<file path="config.mk">
export PLATFORM = sky130hd
export DESIGN_NAME = vsd_sync_clip
export DESIGN_NICKNAME = d
export VERILOG_FILES = /design/src/rtl/vsd_pkg.sv /design/src/rtl/vsd_in_stage.sv /design/src/rtl/vsd_seq_fsm.sv /design/src/rtl/vsd_pos_track.sv /design/src/rtl/vsd_sync_clip.sv
export SDC_FILE = /design/constraint.sdc
export NUM_CORES = 1
export LEC_CHECK = 0
export ABC_AREA = 1
export BUFFER_PORTS_ARGS = -buffer_cell sky130_fd_sc_hd__buf_2
export CAP_MARGIN = 20
export CORE_ASPECT_RATIO = 0.9
export CORE_UTILIZATION = 59
export DETAILED_ROUTE_END_ITERATION = 10
export PLACE_DENSITY = 0.86
export SKIP_LAST_GASP = 1
export SLEW_MARGIN = 10
export SYNTH_ARGS = -nofsm -noshare
export SYNTH_HDL_FRONTEND = slang
export SYNTH_HIERARCHICAL = 1
export SYNTH_SLANG_ARGS = --single-unit
</file>
<file path="constraint.sdc">
create_clock -name clk -period 2.5 [get_ports clk]
set_clock_uncertainty 0.15 [all_clocks]
set_input_delay 0.25 -clock clk [delete_from_list [all_inputs] [get_ports clk]]
set_output_delay 0.25 -clock clk [all_outputs]
set_load 0.1 [all_outputs]
</file>
<file path="src/rtl/vsd_pkg.sv">
package vsd_pkg;
    typedef enum logic [2:0] {
        ST_IDLE,
        ST_HI,
        ST_HI_LO,
        ST_PRE,
        ST_LO,
        ST_LO_HI
    } seq_state_e;

    typedef enum logic [1:0] {
        CLS_MID,
        CLS_LO,
        CLS_HI
    } word_cls_e;
endpackage

</file>
<file path="src/rtl/vsd_in_stage.sv">
module vsd_in_stage #(
    parameter int WORD_W = 10
) (
    input  logic              clk,
    input  logic              rst_n,
    input  logic [WORD_W-1:0] word_in,
    input  logic              narrow_sel,
    input  logic              det_en_n,
    input  logic              raw_mode,
    output logic [WORD_W-1:0] word_q,
    output logic              detn_q,
    output logic              raw_q
);
    localparam int PAD_W = 2;
    localparam int NAR_W = WORD_W - PAD_W;

    logic [WORD_W-1:0] widened;

    always_comb begin
        if (narrow_sel) widened = {word_in[NAR_W-1:0], {PAD_W{1'b0}}};
        else            widened = word_in;
    end

    always_ff @(posedge clk or negedge rst_n) begin
        if (!rst_n) begin
            word_q <= '0;
            detn_q <= 1'b1;
            raw_q  <= 1'b0;
        end else begin
            word_q <= widened;
            detn_q <= det_en_n;
            raw_q  <= raw_mode;
        end
    end
endmodule

</file>
<file path="src/rtl/vsd_seq_fsm.sv">
module vsd_seq_fsm
    import vsd_pkg::*;
(
    input  logic      clk,
    input  logic      rst_n,
    input  logic      active,
    input  word_cls_e cls,
    output logic      sync_hit,
    output logic      anc_hit
);
    seq_state_e cur, nxt;

    function automatic seq_state_e start_of(input word_cls_e c);
        if (c == CLS_HI)      return ST_HI;
        else if (c == CLS_LO) return ST_LO;
        else                  return ST_IDLE;
    endfunction

    always_ff @(posedge clk or negedge rst_n) begin
        if (!rst_n) cur <= ST_IDLE;
        else        cur <= nxt;
    end

    always_comb begin
        nxt = ST_IDLE;
        if (active) begin
            unique case (cur)
                ST_IDLE, ST_PRE: nxt = start_of(cls);
                ST_HI:    nxt = (cls == CLS_LO) ? ST_HI_LO :
                                (cls == CLS_HI) ? ST_HI : ST_IDLE;
                ST_HI_LO: nxt = (cls == CLS_LO) ? ST_PRE :
                                (cls == CLS_HI) ? ST_LO_HI : ST_IDLE;
                ST_LO:    nxt = (cls == CLS_HI) ? ST_LO_HI :
                                (cls == CLS_LO) ? ST_LO : ST_IDLE;
                ST_LO_HI: nxt = (cls == CLS_HI) ? ST_HI :
                                (cls == CLS_LO) ? ST_HI_LO : ST_IDLE;
                default:  nxt = ST_IDLE;
            endcase
        end
    end

    always_comb begin
        sync_hit = active && (cur == ST_PRE);
        anc_hit  = active && (cur == ST_LO_HI) && (cls == CLS_HI);
    end
endmodule

</file>
<file path="src/rtl/vsd_pos_track.sv">
module vsd_pos_track #(
    parameter int CNT_W = 12
) (
    input  logic clk,
    input  logic rst_n,
    input  logic raw,
    input  logic sync_hit,
    input  logic is_eav,
    output logic nsp,
    output logic flush
);
    localparam logic [CNT_W-1:0] CNT_MAX = {CNT_W{1'b1}};

    logic [CNT_W-1:0] cnt, eav_len, sav_len;
    logic             eav_ok, sav_ok;
    logic             eav_evt, sav_evt, off_pos;

    always_comb begin
        eav_evt = sync_hit && is_eav;
        sav_evt = sync_hit && !is_eav;
        off_pos = 1'b0;
        if (eav_evt)      off_pos = !eav_ok || (cnt != eav_len);
        else if (sav_evt) off_pos = !sav_ok || (cnt != sav_len);
    end

    always_ff @(posedge clk or negedge rst_n) begin
        if (!rst_n) begin
            cnt <= '0; eav_len <= '0; sav_len <= '0;
            eav_ok <= 1'b0; sav_ok <= 1'b0;
            nsp <= 1'b0; flush <= 1'b0;
        end else if (raw) begin
            cnt <= '0; eav_ok <= 1'b0; sav_ok <= 1'b0;
            nsp <= 1'b0; flush <= 1'b0;
        end else begin
            if (eav_evt)              cnt <= '0;
            else if (cnt != CNT_MAX)  cnt <= cnt + 1'b1;
            if (eav_evt) begin
                eav_len <= cnt;
                eav_ok  <= 1'b1;
            end
            if (sav_evt) begin
                sav_len <= cnt;
                sav_ok  <= 1'b1;
            end
            flush <= off_pos;
            if (off_pos)      nsp <= 1'b1;
            else if (eav_evt) nsp <= 1'b0;
        end
    end
endmodule

</file>
<file path="src/rtl/vsd_sync_clip.sv">
module vsd_sync_clip
    import vsd_pkg::*;
#(
    parameter int WORD_W = 10,
    parameter int CNT_W  = 12
) (
    input  logic              clk,
    input  logic              rst_n,
    input  logic [WORD_W-1:0] word_in,
    input  logic              narrow_sel,
    input  logic              det_en_n,
    input  logic              raw_mode,
    output logic [WORD_W-1:0] word_out,
    output logic              flag_h,
    output logic              flag_v,
    output logic              flag_f,
    output logic              nsp,
    output logic              anc_pulse,
    output logic              flush
);
    localparam logic [WORD_W-1:0] TOP_V  = {WORD_W{1'b1}};
    localparam logic [WORD_W-1:0] LO_LIM = WORD_W'(3);
    localparam logic [WORD_W-1:0] HI_LIM = TOP_V - WORD_W'(3);
    localparam int H_POS = WORD_W - 4;
    localparam int V_POS = WORD_W - 3;
    localparam int F_POS = WORD_W - 2;

    logic [WORD_W-1:0] word_q, clipped;
    logic              detn_q, raw_q, active, sync_hit, anc_hit;
    word_cls_e         cls;

    vsd_in_stage #(.WORD_W(WORD_W)) u_in (
        .clk(clk), .rst_n(rst_n), .word_in(word_in), .narrow_sel(narrow_sel),
        .det_en_n(det_en_n), .raw_mode(raw_mode),
        .word_q(word_q), .detn_q(detn_q), .raw_q(raw_q)
    );

    always_comb begin
        active = !raw_q && !detn_q;
        if (word_q <= LO_LIM)      cls = CLS_LO;
        else if (word_q >= HI_LIM) cls = CLS_HI;
        else                       cls = CLS_MID;
        unique case (cls)
            CLS_LO:  clipped = '0;
            CLS_HI:  clipped = TOP_V;
            default: clipped = word_q;
        endcase
    end

    vsd_seq_fsm u_seq (
        .clk(clk), .rst_n(rst_n), .active(active), .cls(cls),
        .sync_hit(sync_hit), .anc_hit(anc_hit)
    );

    vsd_pos_track #(.CNT_W(CNT_W)) u_pos (
        .clk(clk), .rst_n(rst_n), .raw(raw_q), .sync_hit(sync_hit),
        .is_eav(word_q[H_POS]), .nsp(nsp), .flush(flush)
    );

    always_ff @(posedge clk or negedge rst_n) begin
        if (!rst_n) begin
            word_out  <= '0;
            flag_h    <= 1'b0;
            flag_v    <= 1'b0;
            flag_f    <= 1'b0;
            anc_pulse <= 1'b0;
        end else begin
            word_out  <= raw_q ? word_q : clipped;
            anc_pulse <= anc_hit;
            if (raw_q) begin
                flag_h <= 1'b0;
                flag_v <= 1'b0;
                flag_f <= 1'b0;
            end else if (sync_hit) begin
                flag_h <= word_q[H_POS];
                flag_v <= word_q[V_POS];
                flag_f <= word_q[F_POS];
            end
        end
    end
endmodule

</file>
### Word level (Yosys, flattened, before mapping)

Index checks and enable logic that the tools add are counted.

| operators by class | value |
|---|---|
| bitwise gates (word level) | 1 |
| reductions and logical operators | 22 |
| mux-type cells | 35 |
| $lt $le $gt $ge | 2 |
| eq/ne operators | 10 |
| $add $sub $neg | 1 |

Operator list:

| operator | number |
|---|---|
| $mux 12 | 3 |
| $mux 3 | 8 |
| $ne 12x12->1 | 2 |
| $mux 10 | 2 |
| $pmux 10 s2 | 1 |
| $mux 1 | 17 |
| $pmux 3 s5 | 1 |
| $add 12x1->12 const B | 1 |
| $ne 12x12->1 const B | 1 |
| $ge 10x10->1 const B | 1 |
| $le 10x2->1 const B | 1 |
| $eq 3x2->1 const B | 2 |
| $eq 3x3->1 const B | 2 |
| $logic_and 1x1->1 | 6 |
| $mux 2 | 3 |
| $reduce_bool 2->1 | 3 |
| $reduce_bool 3->1 | 2 |
| $logic_not 1->1 | 5 |
| $reduce_and 2->1 | 2 |
| $eq 3x1->1 const B | 1 |
| $logic_not 3->1 | 1 |
| $eq 2x1->1 const B | 1 |
| $eq 2x2->1 const B | 1 |
| $logic_or 1x1->1 | 2 |
| 2 further kinds | 2 |

| word-level totals | value |
|---|---|
| bits of input ports | 15 |
| word-level logic and storage cells | 87 |
| bits in registers | 69 |

### Depth between registers and ports, before layout

| depth | value |
|---|---|
| depth after elaboration | 8 |
| mapped depth | 12 |
| depth with buffers taken out | 12 |

### By module

Netlist, hierarchy kept.

Modules (own cells, without submodules):

| module | cells each | area an instance (um2) | times used |
|---|---|---|---|
| vsd_pos_track | 287 | 2189.6 | 1 |
| vsd_sync_clip | 58 | 536.8 | 1 |
| vsd_in_stage | 42 | 417.9 | 1 |
| vsd_seq_fsm | 39 | 246.5 | 1 |

### Worst setup path before layout

Ideal clock, no wire load.

| timing | value |
|---|---|
| kind | register to register |
| start | register u_in.raw_q |
| end | register u_pos.cnt[9] |
| setup slack | 606 ps |
| arrival | 1628 ps |
| path buffers | 0 |
| stages on the path, launching flop included | 13 |
| clock period less this slack | 1894 ps |
| cell sequence | dfrtp_1 > nor2_1 > inv_1 > nor2_1 > nand2_2 > nand2_4 > inv_2 > nand2_2 > inv_2 > nand2_4 > nand3_2 > o21ai_2 > inv_1 |

| on the way | value |
|---|---|
| longest elaborated chain between the ends | 6 |
| elaborated cells between the ends (all ways) | 7 |

Ends and longest elaborated chain:

| element | RTL line | RTL |
|---|---|---|
| from (decl) | vsd_in_stage.sv:12 | `output logic raw_q` |
| from (signal assigned) | vsd_in_stage.sv:32 | `raw_q <= raw_mode;` |
| $logic_not 1->1 (*) | vsd_sync_clip.sv:39 | `active = !raw_q && !detn_q;` |
| $logic_and 1x1->1 (*) | vsd_sync_clip.sv:39 |  |
| net active | vsd_sync_clip.sv:29 | `logic detn_q, raw_q, active, sync_hit, anc_hit;` |
| $logic_and 1x1->1 (*) | vsd_seq_fsm.sv:43 | `sync_hit = active && (cur == ST_PRE);` |
| net sync_hit | vsd_sync_clip.sv:29 |  |
| $logic_and 1x1->1 (*) | vsd_pos_track.sv:19 | `eav_evt = sync_hit && is_eav;` |
| $mux 12 | vsd_pos_track.sv:35 | `if (eav_evt) cnt <= '0;` |
| $mux 12 | vsd_pos_track.sv:31 | `end else if (raw) begin` |
| to (signal assigned) | vsd_pos_track.sv:36 | `else if (cnt != CNT_MAX) cnt <= cnt + 1'b1;` |
| to (decl) | vsd_pos_track.sv:14 | `logic [CNT_W-1:0] cnt, eav_len, sav_len;` |

The timed path passes the listed nets; every way through them passes the cells marked *.
A chain may end at the register's enable or synchronous reset.

### Final worst setup path

Same ends and word-level chain as after synthesis.

==> results.ini <==
[route]
drt_wl_total_um=7880
final_antenna_net_count=0
via_count=2934
wl_per_cell_um=14.4
drt_iter0_drc=264
via_per_inst=5.36
drc=0
drt_first_pass_iters=5

[clock_network]
post_cts_buffers=0
clockBufferDepth=2
cts_root_buf=clkbuf_8
htreeDepth=3
cts_tree=yes
clk_pin_slew_ns=0.09
cts-buffers-inserted=9
clock_latency_ns=0.36
clock_sinks=69

[power]
leakage_nw=1.99
power_density_nw_per_um2=583
peakVddDrop_uv=422

[logic_synthesis]
synth-seq-area-share=0.510
syn_nets=445
syn_area_sq_um=3390
synth_area_leader_cell=dfrtp_1
synth-xor-area-share=0.0181
yosysWarnings=6
synth_fa_ha_area_frac=0.0148
syn_area_per_cell_sq_um=7.96
synth_top_family_by_area=simple AND/OR/NAND/NOR gates
synth-compound-area-share=0.0775
synth_top_area_share=0.502
synthMuxAreaShare=0
synth_area_leaders=dfrtp_1 (50%), nand2_1 (15%), inv_1 (5.2%), nor2_1 (4.2%), o21ai_0 (3.7%)
syn_inst=426
synth_cell_types=31
synth_seq_cells=69
synth-simple-area-share=0.294

[place]
portBuffers=30
place_area_sq_um=3600
dp_hpwl_um=5280
gp_congestion=0.892
place_inst=514
pre_cts_slack_ns=0.368

[cells_and_area]
fillers=381
finish.utilization=0.737
antennaDiodeCount=0
fin_cells=547
syn_to_final_growth_pct=16.9
fin_nets=494
drive_above_1_share=0.177
design_area_sq_um=3960
mostFrequentLayoutCells=nand2_1 (139), dfrtp_1 (68), inv_1 (47)
layout_commonest_cell=nand2_1

[die]
die-area_sq_um=6050
dieWidth_um=81.9
initial_utilization=0.630
core_sq_um=5380
fp.dieH_um=73.9
num_io_pins=31
rows=25

[timing]
fin_crit_ns=2.16
setup_viol=0
tightest_slew_ns=0.713
fin_setup_tns_ns=0
relSlewSlack=0.525
post-route-period-util=0.862
timing.final.ws_setup_ns=0.344
fmax_mhz=464
drv_slew=0
rsz0062_at_grt=false
finalHoldViolCount=0

[setup_path]
setup.worst_path.class=register to register
r2r_slack_ns=0.34
crit_required_ns=2.61
start_kind=register
path_max_fanout=10
arrival_ns=2.27
critPathCaptureType=register

[global_routing]
grt_pass1_vias=2907
grt_max_degree=33
grt_pass1_wl_um=12900
grt_usage=0.295
grt_antenna_before_repair=0
overflow=0

[job]
drv_cap=0

[status]
outcome=finished, final reports clean

[min_path]
hold_path.class=input port to register

[cells in the mapped netlist, drive strengths merged]
cell type  instances
nand4              5
nor4               1
ha                 4
clkbuf            10
buf                5
nand2            149
inv               57
o31ai              1
xor2               1
nor2              46
dfrtp             68
nand3             19
o21ai             41
a21oi              8
a31oi              1
or2                1
dfstp              1
nor3               2
xnor2              6
[cells by family after synthesis]
family                   Yosys count
XOR/XNOR                           7
AND/OR/NAND/NOR                  223
flip-flops                        69
buffers and inverters             72
AO/OA/AOI/OAI                     51
adder cells (fa/ha/maj)            4
[cell type report]
cell class / count / area (sq um) / share of cell area
clock buffers: 9 / 124 / 0.0313
well taps: 67 / 83.8 / 0.0211
multi-input cells: 285 / 1370 / 0.346
repair buffers: 53 / 365 / 0.0922
flip-flops and latches: 69 / 1730 / 0.436
inverters: 57 / 219 / 0.0552
clock inverters: 7 / 71.3 / 0.0180
[power breakdown]
part	leakage [nW]	internal [mW]	switching [mW]
Clock	0.103	0.398	0.511
Sequential	0.920	1.14	0.0263
Combinational	0.970	0.0600	0.171
[path summary, 6_finish.rpt]
path,from,cells past startpoint,endpoint
worst min-delay path,narrow_sel,3,u_in/word_q[3]
max in group asynchronous,rst_n,3,u_in/detn_q
min in group asynchronous,rst_n,2,anc_pulse
worst max-delay path,u_in/raw_q,12,u_pos/cnt[9]
worst max register to register,u_in/raw_q,12,u_pos/cnt[9]
worst min register to register,u_in/word_q[2],0,word_out[2]
[timing repair]
item                      in CTS  in global routing
gates resized for setup        0                  0
hold buffers                  17                  0
hold endpoints to repair      41                  0
[through the flow]
step,hold slack (ns),power [mW]
finish,0.0412,2.31
global route,0.0539,2.40
CTS,0.0186,2.33
detailed placement,0.193,1.40
global placement,0.183,1.39
floorplan,-0.196,1.33
[flip-flops by register name, summed over array words and instances (netlist names), 3 cells and up]
register and cells:
u_pos/sav_len 12, u_pos/cnt 12, u_seq/cur 3, word_out 10, u_in/word_q 10, u_pos/eav_len 12
[worst max-delay path, cell delays in order (launching register included)]
cell     delay [ns]
dfrtp_1        0.49
nor2_1         0.18
inv_1          0.10
nor2_1         0.32
nand2_2        0.16
nand2_4        0.10
inv_2          0.08
nand2_2        0.09
inv_2          0.05
nand2_4        0.11
nand3_2        0.08
o21ai_2        0.11
inv_1          0.05
[per-layer routing]
metal	global-route usage	part of all wire	vias to the layer above
met3	0.0994	0.079	18
met2	0.472	0.49	141
met5	0	0	-
li1	-	-	1404
met4	0.135	0.021	0
met1	0.364	0.41	1371
Power figures use the tool's default switching activity.
